File: config.mk
export PLATFORM = sky130hd
export DESIGN_NAME = vid_seq_top
export DESIGN_NICKNAME = d
export VERILOG_FILES = /design/src/rtl/vseq_pkg.sv /design/src/rtl/vseq_timer.sv /design/src/rtl/vseq_regs.sv /design/src/rtl/vseq_seq.sv /design/src/rtl/vid_seq_top.sv
export SDC_FILE = /design/constraint.sdc
export NUM_CORES = 1
export LEC_CHECK = 0
export BUFFER_PORTS_ARGS = -buffer_cell sky130_fd_sc_hd__clkbuf_2
export CORE_ASPECT_RATIO = 1.25
export CORE_MARGIN = 4
export CORE_UTILIZATION = 50
export CTS_CLUSTER_SIZE = 10
export DETAILED_ROUTE_END_ITERATION = 10
export GPL_ROUTABILITY_DRIVEN = 1
export PLACE_DENSITY = 0.76
export SLEW_MARGIN = 0
export SYNTH_ARGS = -nofsm -noshare
export SYNTH_HDL_FRONTEND = slang
export SYNTH_SLANG_ARGS = --single-unit
export TNS_END_PERCENT = 5
File: constraint.sdc
create_clock -name clk -period 12.1 [get_ports clk]
set_clock_uncertainty 0.05 [all_clocks]
set_input_delay 0.605 -clock clk [delete_from_list [all_inputs] [get_ports clk]]
set_output_delay 0.605 -clock clk [all_outputs]
set_load 0.02 [all_outputs]
File: src/rtl/vseq_pkg.sv
package vseq_pkg;
  localparam int NCLIP    = 2;
  localparam int RA_CTRL  = 0;
  localparam int RA_STAT  = 1;
  localparam int RA_PER   = 2;
  localparam int RA_CLIP0 = 4;
  localparam int LOOP_LSB = 16;
  localparam int CB_PLAY  = 0;

  typedef enum logic [1:0] {
    SQ_IDLE = 2'd0,
    SQ_RUN  = 2'd1,
    SQ_HOLD = 2'd2
  } sq_state_t;

  typedef struct packed {
    logic alt;
    logic rpt;
    logic sel;
    logic autostop;
    logic stop;
  } ctrl_t;
endpackage

File: src/rtl/vseq_timer.sv
module vseq_timer #(
  parameter int PER_W = 24
) (
  input  logic             clk,
  input  logic             rst,
  input  logic             run,
  input  logic             restart,
  input  logic [PER_W-1:0] period,
  output logic             tick
);
  logic [PER_W-1:0] cnt_q;
  logic [PER_W:0]   cnt_inc;

  assign cnt_inc = {1'b0, cnt_q} + 1'b1;
  assign tick    = run && !restart && (cnt_inc >= {1'b0, period});

  always_ff @(posedge clk) begin
    if (rst) begin
      cnt_q <= '0;
    end else if (!run || restart || tick) begin
      cnt_q <= '0;
    end else begin
      cnt_q <= cnt_inc[PER_W-1:0];
    end
  end
endmodule

File: src/rtl/vseq_regs.sv
module vseq_regs
  import vseq_pkg::*;
#(
  parameter int                ADDR_W  = 32,
  parameter int                CNT_W   = 12,
  parameter int                PER_W   = 24,
  parameter logic [PER_W-1:0]  PER_RST = 24'd1600000,
  parameter int                RA_W    = 3,
  parameter int                DATA_W  = 32
) (
  input  logic                          clk,
  input  logic                          rst,
  input  logic                          we,
  input  logic [RA_W-1:0]               addr,
  input  logic [DATA_W-1:0]             wdata,
  output logic [DATA_W-1:0]             rdata,
  input  logic                          st_busy,
  input  logic                          st_clip,
  input  logic                          st_err,
  output ctrl_t                         ctrl,
  output logic                          play_pulse,
  output logic [PER_W-1:0]              period,
  output logic [NCLIP-1:0][ADDR_W-1:0]  clip_start,
  output logic [NCLIP-1:0][CNT_W-1:0]   clip_frames,
  output logic [NCLIP-1:0][CNT_W-1:0]   clip_loops
);
  localparam logic [RA_W-1:0] A_CTRL = RA_W'(RA_CTRL);
  localparam logic [RA_W-1:0] A_STAT = RA_W'(RA_STAT);
  localparam logic [RA_W-1:0] A_PER  = RA_W'(RA_PER);

  ctrl_t             ctrl_q;
  logic              play_q;
  logic [PER_W-1:0]  per_q;
  logic [DATA_W-1:0] rd_d;
  logic              ctrl_hit;
  logic              per_hit;

  assign ctrl_hit   = we && (addr == A_CTRL);
  assign per_hit    = we && (addr == A_PER);
  assign ctrl       = ctrl_q;
  assign play_pulse = play_q;
  assign period     = per_q;

  always_ff @(posedge clk) begin
    if (rst) begin
      ctrl_q.alt      <= 1'b0;
      ctrl_q.rpt      <= 1'b1;
      ctrl_q.sel      <= 1'b0;
      ctrl_q.autostop <= 1'b0;
      ctrl_q.stop     <= 1'b0;
      play_q          <= 1'b0;
      per_q           <= PER_RST;
    end else begin
      play_q <= ctrl_hit && wdata[CB_PLAY];
      if (ctrl_hit) ctrl_q <= ctrl_t'(wdata[5:1]);
      if (per_hit)  per_q  <= wdata[PER_W-1:0];
    end
  end

  for (genvar k = 0; k < NCLIP; k++) begin : g_clip
    localparam logic [RA_W-1:0] A_START = RA_W'(RA_CLIP0 + 2*k);
    localparam logic [RA_W-1:0] A_CFG   = RA_W'(RA_CLIP0 + 2*k + 1);
    logic [ADDR_W-1:0] start_q;
    logic [CNT_W-1:0]  frames_q;
    logic [CNT_W-1:0]  loops_q;

    always_ff @(posedge clk) begin
      if (rst) begin
        start_q  <= '0;
        frames_q <= CNT_W'(1);
        loops_q  <= CNT_W'(1);
      end else if (we && addr == A_START) begin
        start_q <= wdata[ADDR_W-1:0];
      end else if (we && addr == A_CFG) begin
        frames_q <= wdata[CNT_W-1:0];
        loops_q  <= wdata[LOOP_LSB +: CNT_W];
      end
    end

    assign clip_start[k]  = start_q;
    assign clip_frames[k] = frames_q;
    assign clip_loops[k]  = loops_q;
  end

  always_comb begin
    rd_d = '0;
    if (addr == A_CTRL) rd_d[5:1] = ctrl_q;
    if (addr == A_STAT) rd_d[2:0] = {st_err, st_clip, st_busy};
    if (addr == A_PER)  rd_d[PER_W-1:0] = per_q;
    for (int k = 0; k < NCLIP; k++) begin
      if (addr == RA_W'(RA_CLIP0 + 2*k)) rd_d[ADDR_W-1:0] = clip_start[k];
      if (addr == RA_W'(RA_CLIP0 + 2*k + 1)) begin
        rd_d[CNT_W-1:0]          = clip_frames[k];
        rd_d[LOOP_LSB +: CNT_W]  = clip_loops[k];
      end
    end
  end

  always_ff @(posedge clk) begin
    if (rst) rdata <= '0;
    else     rdata <= rd_d;
  end
endmodule

File: src/rtl/vseq_seq.sv
module vseq_seq
  import vseq_pkg::*;
#(
  parameter int ADDR_W      = 32,
  parameter int CNT_W       = 12,
  parameter int FRAME_BYTES = 4096
) (
  input  logic                         clk,
  input  logic                         rst,
  input  logic                         play_pulse,
  input  ctrl_t                        ctrl,
  input  logic [NCLIP-1:0][ADDR_W-1:0] clip_start,
  input  logic [NCLIP-1:0][CNT_W-1:0]  clip_frames,
  input  logic [NCLIP-1:0][CNT_W-1:0]  clip_loops,
  input  logic                         tick,
  output logic                         timer_run,
  output logic                         timer_restart,
  output logic                         frame_req,
  output logic [ADDR_W-1:0]            frame_addr,
  output logic                         loop_done,
  output logic                         clip_done,
  output logic                         busy,
  output logic                         park,
  output logic                         cur_clip,
  output logic                         abort_err
);
  localparam logic [ADDR_W-1:0] STEP = ADDR_W'(FRAME_BYTES);

  sq_state_t         st_q, st_d;
  logic              clip_q, clip_d;
  logic              second_q, second_d;
  logic [CNT_W-1:0]  fidx_q, fidx_d;
  logic [CNT_W-1:0]  lidx_q, lidx_d;
  logic [ADDR_W-1:0] addr_q, addr_d;
  logic              req_q, req_d;
  logic              ldone_q, ldone_d;
  logic              cdone_q, cdone_d;
  logic              busy_q, busy_d;
  logic              park_q, park_d;
  logic              err_q, err_d;
  logic              go_clip;
  logic              tgt;
  logic              finish;
  logic              last_frame;
  logic              last_loop;
  logic              tgt_ok;

  assign last_frame    = ({1'b0, fidx_q} + 1'b1) >= {1'b0, clip_frames[clip_q]};
  assign last_loop     = ({1'b0, lidx_q} + 1'b1) >= {1'b0, clip_loops[clip_q]};
  assign tgt_ok        = (clip_frames[tgt] != '0) && (clip_loops[tgt] != '0);
  assign timer_run     = (st_q != SQ_IDLE);
  assign timer_restart = play_pulse && !ctrl.stop;

  always_comb begin
    st_d     = st_q;
    clip_d   = clip_q;
    second_d = second_q;
    fidx_d   = fidx_q;
    lidx_d   = lidx_q;
    addr_d   = addr_q;
    req_d    = 1'b0;
    ldone_d  = 1'b0;
    cdone_d  = 1'b0;
    busy_d   = busy_q;
    park_d   = park_q;
    err_d    = err_q;
    go_clip  = 1'b0;
    finish   = 1'b0;
    tgt      = clip_q;

    if (ctrl.stop) begin
      st_d   = SQ_IDLE;
      busy_d = 1'b0;
      park_d = 1'b1;
    end else if (play_pulse) begin
      tgt      = ctrl.sel;
      second_d = 1'b0;
      err_d    = 1'b0;
      go_clip  = 1'b1;
    end else if (tick) begin
      if (st_q == SQ_HOLD) begin
        req_d = 1'b1;
      end else if (st_q == SQ_RUN) begin
        if (!last_frame) begin
          fidx_d = fidx_q + 1'b1;
          addr_d = addr_q + STEP;
          req_d  = 1'b1;
        end else begin
          ldone_d = 1'b1;
          if (!last_loop) begin
            lidx_d = lidx_q + 1'b1;
            fidx_d = '0;
            addr_d = clip_start[clip_q];
            req_d  = 1'b1;
          end else begin
            cdone_d = 1'b1;
            if (ctrl.alt && !second_q) begin
              tgt      = ~clip_q;
              second_d = 1'b1;
              go_clip  = 1'b1;
            end else if (ctrl.rpt) begin
              tgt      = ctrl.alt ? ~clip_q : clip_q;
              second_d = 1'b0;
              go_clip  = 1'b1;
            end else begin
              finish = 1'b1;
            end
          end
        end
      end
    end

    if (go_clip) begin
      if (tgt_ok) begin
        st_d   = SQ_RUN;
        clip_d = tgt;
        fidx_d = '0;
        lidx_d = '0;
        addr_d = clip_start[tgt];
        req_d  = 1'b1;
        busy_d = 1'b1;
        park_d = 1'b0;
      end else begin
        err_d  = 1'b1;
        st_d   = SQ_IDLE;
        busy_d = 1'b0;
        park_d = 1'b1;
        req_d  = 1'b0;
      end
    end

    if (finish) begin
      busy_d = 1'b0;
      if (ctrl.autostop) begin
        st_d   = SQ_IDLE;
        park_d = 1'b1;
      end else begin
        st_d  = SQ_HOLD;
        req_d = 1'b1;
      end
    end
  end

  always_ff @(posedge clk) begin
    if (rst) begin
      st_q     <= SQ_IDLE;
      clip_q   <= 1'b0;
      second_q <= 1'b0;
      fidx_q   <= '0;
      lidx_q   <= '0;
      addr_q   <= '0;
      req_q    <= 1'b0;
      ldone_q  <= 1'b0;
      cdone_q  <= 1'b0;
      busy_q   <= 1'b0;
      park_q   <= 1'b1;
      err_q    <= 1'b0;
    end else begin
      st_q     <= st_d;
      clip_q   <= clip_d;
      second_q <= second_d;
      fidx_q   <= fidx_d;
      lidx_q   <= lidx_d;
      addr_q   <= addr_d;
      req_q    <= req_d;
      ldone_q  <= ldone_d;
      cdone_q  <= cdone_d;
      busy_q   <= busy_d;
      park_q   <= park_d;
      err_q    <= err_d;
    end
  end

  assign frame_req  = req_q;
  assign frame_addr = addr_q;
  assign loop_done  = ldone_q;
  assign clip_done  = cdone_q;
  assign busy       = busy_q;
  assign park       = park_q;
  assign cur_clip   = clip_q;
  assign abort_err  = err_q;
endmodule

File: src/rtl/vid_seq_top.sv
module vid_seq_top
  import vseq_pkg::*;
#(
  parameter int               ADDR_W      = 32,
  parameter int               CNT_W       = 12,
  parameter int               PER_W       = 24,
  parameter logic [PER_W-1:0] PER_RST     = 24'd1600000,
  parameter int               FRAME_BYTES = 4096,
  parameter int               RA_W        = 3,
  parameter int               DATA_W      = 32
) (
  input  logic              clk,
  input  logic              rst,
  input  logic              reg_we,
  input  logic [RA_W-1:0]   reg_addr,
  input  logic [DATA_W-1:0] reg_wdata,
  output logic [DATA_W-1:0] reg_rdata,
  output logic              frame_req,
  output logic [ADDR_W-1:0] frame_addr,
  output logic              loop_done,
  output logic              clip_done,
  output logic              park,
  output logic              busy,
  output logic              cur_clip,
  output logic              abort_err
);
  ctrl_t                        ctrl;
  logic                         play_pulse;
  logic [PER_W-1:0]             period;
  logic [NCLIP-1:0][ADDR_W-1:0] clip_start;
  logic [NCLIP-1:0][CNT_W-1:0]  clip_frames;
  logic [NCLIP-1:0][CNT_W-1:0]  clip_loops;
  logic                         tick;
  logic                         timer_run;
  logic                         timer_restart;

  vseq_regs #(
    .ADDR_W(ADDR_W), .CNT_W(CNT_W), .PER_W(PER_W), .PER_RST(PER_RST),
    .RA_W(RA_W), .DATA_W(DATA_W)
  ) i_regs (
    .clk(clk), .rst(rst), .we(reg_we), .addr(reg_addr), .wdata(reg_wdata),
    .rdata(reg_rdata), .st_busy(busy), .st_clip(cur_clip), .st_err(abort_err),
    .ctrl(ctrl), .play_pulse(play_pulse), .period(period),
    .clip_start(clip_start), .clip_frames(clip_frames), .clip_loops(clip_loops)
  );

  vseq_timer #(.PER_W(PER_W)) i_timer (
    .clk(clk), .rst(rst), .run(timer_run), .restart(timer_restart),
    .period(period), .tick(tick)
  );

  vseq_seq #(
    .ADDR_W(ADDR_W), .CNT_W(CNT_W), .FRAME_BYTES(FRAME_BYTES)
  ) i_seq (
    .clk(clk), .rst(rst), .play_pulse(play_pulse), .ctrl(ctrl),
    .clip_start(clip_start), .clip_frames(clip_frames), .clip_loops(clip_loops),
    .tick(tick), .timer_run(timer_run), .timer_restart(timer_restart),
    .frame_req(frame_req), .frame_addr(frame_addr), .loop_done(loop_done),
    .clip_done(clip_done), .busy(busy), .park(park), .cur_clip(cur_clip),
    .abort_err(abort_err)
  );
endmodule

==> results of run 1 <==
-- layer usage --
metal | wire length [um] | part of all wire
met1 | 17070 | 0.39
met2 | 20630 | 0.47
met3 | 4030 | 0.092
met4 | 2092 | 0.048
met5 | 0 | 0
-- synthesized netlist by cell type, drive strengths merged (8+ instances only) --
cell type	number	share of area
a22o	9	0.0057
o211ai	10	0.0054
nand2	353	0.096
nor2	101	0.027
nor4	21	0.012
a21oi	187	0.068
clkbuf	104	0.028
inv	32	0.0087
nor3	92	0.033
mux2i	80	0.058
a2111oi	30	0.031
xnor2	37	0.023
nor2b	17	0.0077
a211oi	8	0.0044
and3	33	0.015
dfxtp	264	0.38
ha	52	0.047
xor2	16	0.010
o21ai	39	0.014
nand3	51	0.019
mux2	27	0.022
a22oi	20	0.011
nand4	13	0.0059
and2	8	0.0038
nand2b	13	0.0059
o22ai	9	0.0041
buf	13	0.0046
-- per-stage QoR --
step | setup WS, ns | instance area, um^2 | hold WS (ns)
final | 6.324 | 15320 | 0.2316
after global routing | 5.801 | 15320 | 0.2340
after CTS | 6.400 | 15320 | 0.2228
after detailed placement | 6.440 | 14520 | 0.3982
after global placement | 6.606 | 14520 | 0.3926
after floorplan | 7.161 | 13800 | 0.3863
-- cell usage in the layout (no fill, tap or decap), drive strengths merged, types with 33 or more instances in the layout --
cell,netlist,routed
nor2,101,101
nand3,51,51
ha,52,52
o21ai,39,39
xnor2,37,37
clkbuf,104,141
and3,33,33
nand2,353,353
mux2i,80,80
dfxtp,264,264
a21oi,187,187
nor3,92,92
-- area by class of cell --
cell class                 count  share of cell area
tap                          345             0.02817
inverter                      32            0.007838
timing repair buffer         130             0.04646
clock inverter                 1           0.0003266
sequential                   264              0.3451
clock buffer                  34             0.05201
multi-input combinational   1299              0.5201
-- flip-flops by register name, summed over array words and instances (netlist names), 2 cells and up --
register / count
i_regs.g_clip.start_q: 64
i_regs.rdata: 32
i_seq.frame_addr: 32
i_regs.g_clip.frames_q: 24
i_regs.g_clip.loops_q: 24
i_regs.period: 24
i_timer.cnt_q: 24
i_seq.fidx_q: 12
i_seq.lidx_q: 12
i_regs.ctrl: 5
i_seq.st_q: 2
-- cell families (layout without fill, tap and decap cells) --
family	count (synthesis)	after routing	share of synthesized area
adder cells (fa/ha/maj)	52	52	0.04714
AO/OA/AOI/OAI	363	363	0.1768
AND/OR/NAND/NOR	724	724	0.2379
multiplexers	107	107	0.08005
XOR/XNOR	53	53	0.03363
buffers and inverters	149	197	0.04161
flip-flops	264	264	0.3829
-- worst reg2reg max path, cell delays in order, from the launching register on --
cell,delay [ns]
dfxtp_1,0.40
and3_1,0.17
nand3_1,0.11
nor2_1,0.21
nand3_1,0.17
nor2_1,0.28
nand2_1,0.12
nor3_1,0.25
xnor2_1,0.12
ha_1,0.32
nand3_1,0.14
nor4_1,0.39
nand2_1,0.16
o311ai_2,0.46
o31ai_1,0.19
o32a_1,0.36
buf_4,0.27
or3_4,0.42
nand2_1,0.82
o2111a_1,0.32
-- power breakdown --
group / internal [mW] / leakage (nW) / switching [mW] / total, mW
clock: 0.454 / 0.395 / 0.345 / 0.799
combinational: 0.0414 / 3.12 / 0.0958 / 0.137
sequential: 0.884 / 2.14 / 0.0147 / 0.899
-- worst max path at each step --
stage	startpoint	to	slack, ns	cells after the start
4_1_cts	i_timer.cnt_q[0]	i_seq.frame_addr[20]	6.40	19
3_3_place_gp	i_timer.cnt_q[0]	i_seq.frame_addr[20]	6.61	19
3_5_place_dp	i_timer.cnt_q[0]	i_seq.frame_addr[20]	6.44	19
5_1_grt	i_timer.cnt_q[0]	i_seq.fidx_q[0]	5.80	18
6_report	i_timer.cnt_q[0]	i_seq.frame_addr[20]	6.32	19
2_1_floorplan	i_seq.cur_clip	i_seq.frame_addr[24]	7.16	17
==> results_dict.tcl, run 1 <==
set metrics [dict create \
    status "completed" \
    crit_family "simple AND/OR/NAND/NOR gates" \
    relSlewSlack 0.2107 \
    viasPerCell 6.285 \
    use_met3 0.04711 \
    critical_path_buf_inv_count 1 \
    clk_latency_ns 0.56 \
    path_class "reg -> reg" \
    crit-reg2reg-launch "i_timer.cnt_q[0]" \
    use_met1 0.3542 \
    cellLeakagePower_nw 5.651 \
    setup_viol 0 \
    gr-total-overflow 0 \
    fillers 2457 \
    first_pass_iters 6 \
    area_growth_pct 11.03 \
    drc 0 \
    wl_per_cell_um 20.82 \
    antenna_found_initial 0 \
    synth_edf_count 0 \
    cts_root_buf "clkbuf_16" \
    num_rows 67 \
    rsz0062_at_grt "false" \
    cts_resized 0 \
    grt_pass1_vias 12600 \
    numCtsBuffers 30 \
    first_iter_violations 1371 \
    die_y_um 193.8 \
    fin_util 0.5677 \
    htree_num_levels 1 \
    vdd_drop_max_mv 0.1192 \
    ys_seq_area_frac 0.3829 \
    netlist_instances 1712 \
    r2r_slack_ns 6.32 \
    async_reset_ff_frac 0 \
    whs_endpoint "i_regs.g_clip[0].start_q[30]" \
    multi_input_area_mm2 0.007970 \
    dp_hpwl_mm 29.83 \
    synth-seq-cells 264 \
    cpMaxStageDelayCell "nand2_1" \
    avgSynthCellArea_um2 8.062 \
    max_freq_mhz 173.1 \
    core_area_mm2 0.02699 \
    path_cells "and3_1 -> nand3_1 -> nor2_1 -> nand3_1 -> nor2_1 -> nand2_1 -> nor3_1 -> xnor2_1 -> ha_1 -> nand3_1 -> nor4_1 -> nand2_1 -> o311ai_2 -> o31ai_1 -> o32a_1 -> buf_4 -> or3_4 -> nand2_1 -> o2111a_1" \
    place.port_buffers 108 \
    clock_path_buffers 3 \
    fp.dieArea_mm2 0.03034 \
    fp.dieW_um 156.6 \
    hold_class "in -> reg" \
    synth_fp_nets 1802 \
    grt_usage 0.2773 \
    crit_path_end_kind "flop" \
    ys.flop_type "dfxtp_1" \
    cap_violations 0 \
    drt_wl_total_mm 43.82 \
    slew_violations 0 \
    layout.nets 1847 \
    power-per-cell-area_mw_per_mm2 119.8 \
    tns_ns 0 \
    reg2reg_to "i_seq.frame_addr[20]" \
    final_cells 2105 \
    cts_hold_buf 0 \
    totalPowerFinal_mw 1.835 \
    start_util 0.5113 \
    tightest_slew_ns 1.181 \
    hold_start "reg_wdata[30]" \
    finalCritPeriodShare 0.4773 \
    post_cts_buffers 0 \
    critical_path_peak_fanout 33 \
    arrival_ns 6.22 \
    cts_tree "done" \
    cp_data_required_time_ns 12.55 \
    grt_use_met2 0.4551 \
    finalWeightedCongestion 1.003 \
    holdPathStages 3 \
    yosysWarningCount 0 \
    grt_pass1_wl_mm 68.71 \
    synth_area_mm2 0.01380 \
    drive_above_1_share 0.1364 \
    dp.cells 2070 \
    crit_path_max_incr_delay_ns 0.82 \
    cts.sinks 264 \
    ios 109 \
    final_hold_viol_count 0 \
    routed-via-count 13230 \
    seq_area_mm2 0.005289 \
    grt_max_degree 86 \
    r2r_cells 19 \
    cp-start-kind "flop" \
    timing.final.crit_period_ns 5.776 \
    postRouteAntennaNets 0 \
    ys_types 65 \
    grt-busiest-layer "met2" \
    antenna_cells 0 \
    clkTransAtPathRegs_ns 0.06 \
]
Power figures use the tool's default switching activity.
==> run 2: changes to the inputs <==
Clock period 12.1 ns to 5.9 ns, I/O delays scaled along.
==> run 2 against run 1 <==
Against the previous run:
- largest cell class unchanged
- first-iteration DRC count is 0.95% lower
- global-route usage up 0.37 points
- count of clock-buffer cells in the layout is the same
- non-clock buffer count is 20 higher
- via count increased by 0.73%
- critical path depth unchanged
==> results_dict.tcl, run 2 (synthesis gave the netlist of run 1 again) <==
set metrics [dict create \
    cellLeakagePower_nw 5.739 \
    hold_slack_ns 0.01500 \
    final_hold_viol_count 0 \
    power-per-cell-area_mw_per_mm2 243.0 \
    drive_above_1_share 0.1388 \
    cp-start-kind "flop" \
    hold_class "in -> reg" \
    dp_hpwl_mm 31.03 \
    clkTransAtPathRegs_ns 0.06 \
    fp.dieArea_mm2 0.03034 \
    vdd_drop_max_mv 0.2036 \
    crit_path_max_incr_delay_ns 0.63 \
    setup_viol 0 \
    routed-via-count 13330 \
    fillers 2439 \
    largest_reg_flops 64 \
    fp.dieW_um 156.6 \
    clock_path_buffers 3 \
    crit_path_end_kind "flop" \
    grt_pass1_vias 12710 \
    path_class "reg -> reg" \
    start_util 0.5113 \
    max_flop_register "i_regs.g_clip.start_q" \
    totalPowerFinal_mw 3.768 \
    area_growth_pct 12.36 \
    cpMostUsedCell "nand3_1" \
    htree_num_levels 1 \
    place.port_buffers 108 \
    cts_root_buf "clkbuf_16" \
    layout_commonest_cell "nand2_1" \
    critical_path_peak_fanout 14 \
    num_rows 67 \
    finalWeightedCongestion 0.9478 \
    drc 0 \
    first_iter_violations 1358 \
    finalCritPeriodShare 0.9379 \
    antenna_cells 0 \
    numCtsBuffers 30 \
    drt_wl_total_mm 44.40 \
    core_area_mm2 0.02699 \
    viasPerCell 6.271 \
    clk_latency_ns 0.56 \
    cts_tree "done" \
    grt_pass1_wl_mm 69.25 \
    gr-total-overflow 0 \
    arrival_ns 5.90 \
    ios 109 \
    grt_max_degree 92 \
    cap_violations 0 \
    tightest_slew_ns 1.141 \
    antenna_found_initial 0 \
    cts.sinks 264 \
    path_cells "and3_1 -> nand3_1 -> nor2_1 -> nand3_1 -> nor2_1 -> nand2_1 -> nor3_1 -> xnor2_1 -> ha_1 -> nand3_1 -> nor4_1 -> nand2_1 -> o32ai_2 -> o311ai_1 -> o31a_1 -> nor2_2 -> buf_4 -> nor3_1 -> a2111oi_0" \
    layout.nets 1867 \
    postRouteAntennaNets 0 \
    wl_per_cell_um 20.89 \
    rsz0062_at_grt "true" \
    max_freq_mhz 180.7 \
    timing.final.crit_period_ns 5.533 \
    critical_path_buf_inv_count 1 \
    cpMaxStageDelayCell "nor2_2" \
    grt_usage 0.2809 \
    die_y_um 193.8 \
    slew_violations 0 \
    first_pass_iters 6 \
    crit_family "simple AND/OR/NAND/NOR gates" \
    status "completed" \
    cp_data_required_time_ns 6.27 \
    tns_ns 0 \
    final_cell_mix "nand2_1 (352), dfxtp_1 (263), a21oi_1 (187)" \
    relSlewSlack 0.2375 \
]
[run 2: changes by cell type in the layout (fill, tap and decap cells not counted), sizes merged]
cell / before / now
buf: 23 / 30
dlygate4sd3: 0 / 13
[run 2: area by class of cell]
class / instances / area [um^2] / area share
sequential: 264 / 5289 / 0.3411
inverter: 32 / 120.1 / 0.007746
timing repair buffer: 150 / 894.6 / 0.05769
multi-input combinational: 1299 / 7970 / 0.5140
clock buffer: 34 / 797.0 / 0.05140
tap: 345 / 431.7 / 0.02784
clock inverter: 1 / 5.005 / 0.0003227
[run 2: tightest hold or removal path, cell delays in order]
cell and delay, ns:
clkbuf_2 0.14, nand2_1 0.07, a21oi_1 0.05
[run 2: layer usage]
layer  wire length (um)  part of all wire  global-route usage
met1              16930              0.38              0.3533
met5                  0                 0                   0
met2              20700              0.47              0.4597
met4               2727             0.061              0.1476
met3               4049             0.091             0.04532
[run 2: final timing paths]
path | cells after the start | startpoint | to | slack, ns
max | 19 | i_timer.cnt_q[0] | i_seq.frame_addr[0] | 0.37
max reg2reg | 19 | i_timer.cnt_q[0] | i_seq.frame_addr[0] | 0.37
min reg2reg | 2 | i_regs.period[12] | i_regs.period[12] | 0.40
min | 3 | reg_wdata[11] | i_regs.g_clip[1].start_q[11] | 0.02
[run 2: where the power goes]
part	switching (mW)	total, mW	internal [mW]
Clock	0.702	1.63	0.931
Sequential	0.0309	1.84	1.81
Combinational	0.199	0.291	0.0922
Total	0.931	3.77	2.84
[run 2: timing repair]
action,4_1_cts,5_1_grt
buffers inserted,0,0
endpoints found under the hold margin,36,0
hold buffers,13,0
setup endpoints to repair,0,2
resized for setup,0,1
[run 2: stage by stage]
step	util	instance area, um^2	worst slack [ns]	cells
floorplan	-	13800	0.9612	1712
global placement	0.5399	14570	0.6857	2077
detailed placement	0.5399	14570	0.4818	2077
CTS	0.5744	15500	0.4919	2125
global route	0.5745	15510	-0.05435	2125
finish	0.5745	15510	0.3666	2125
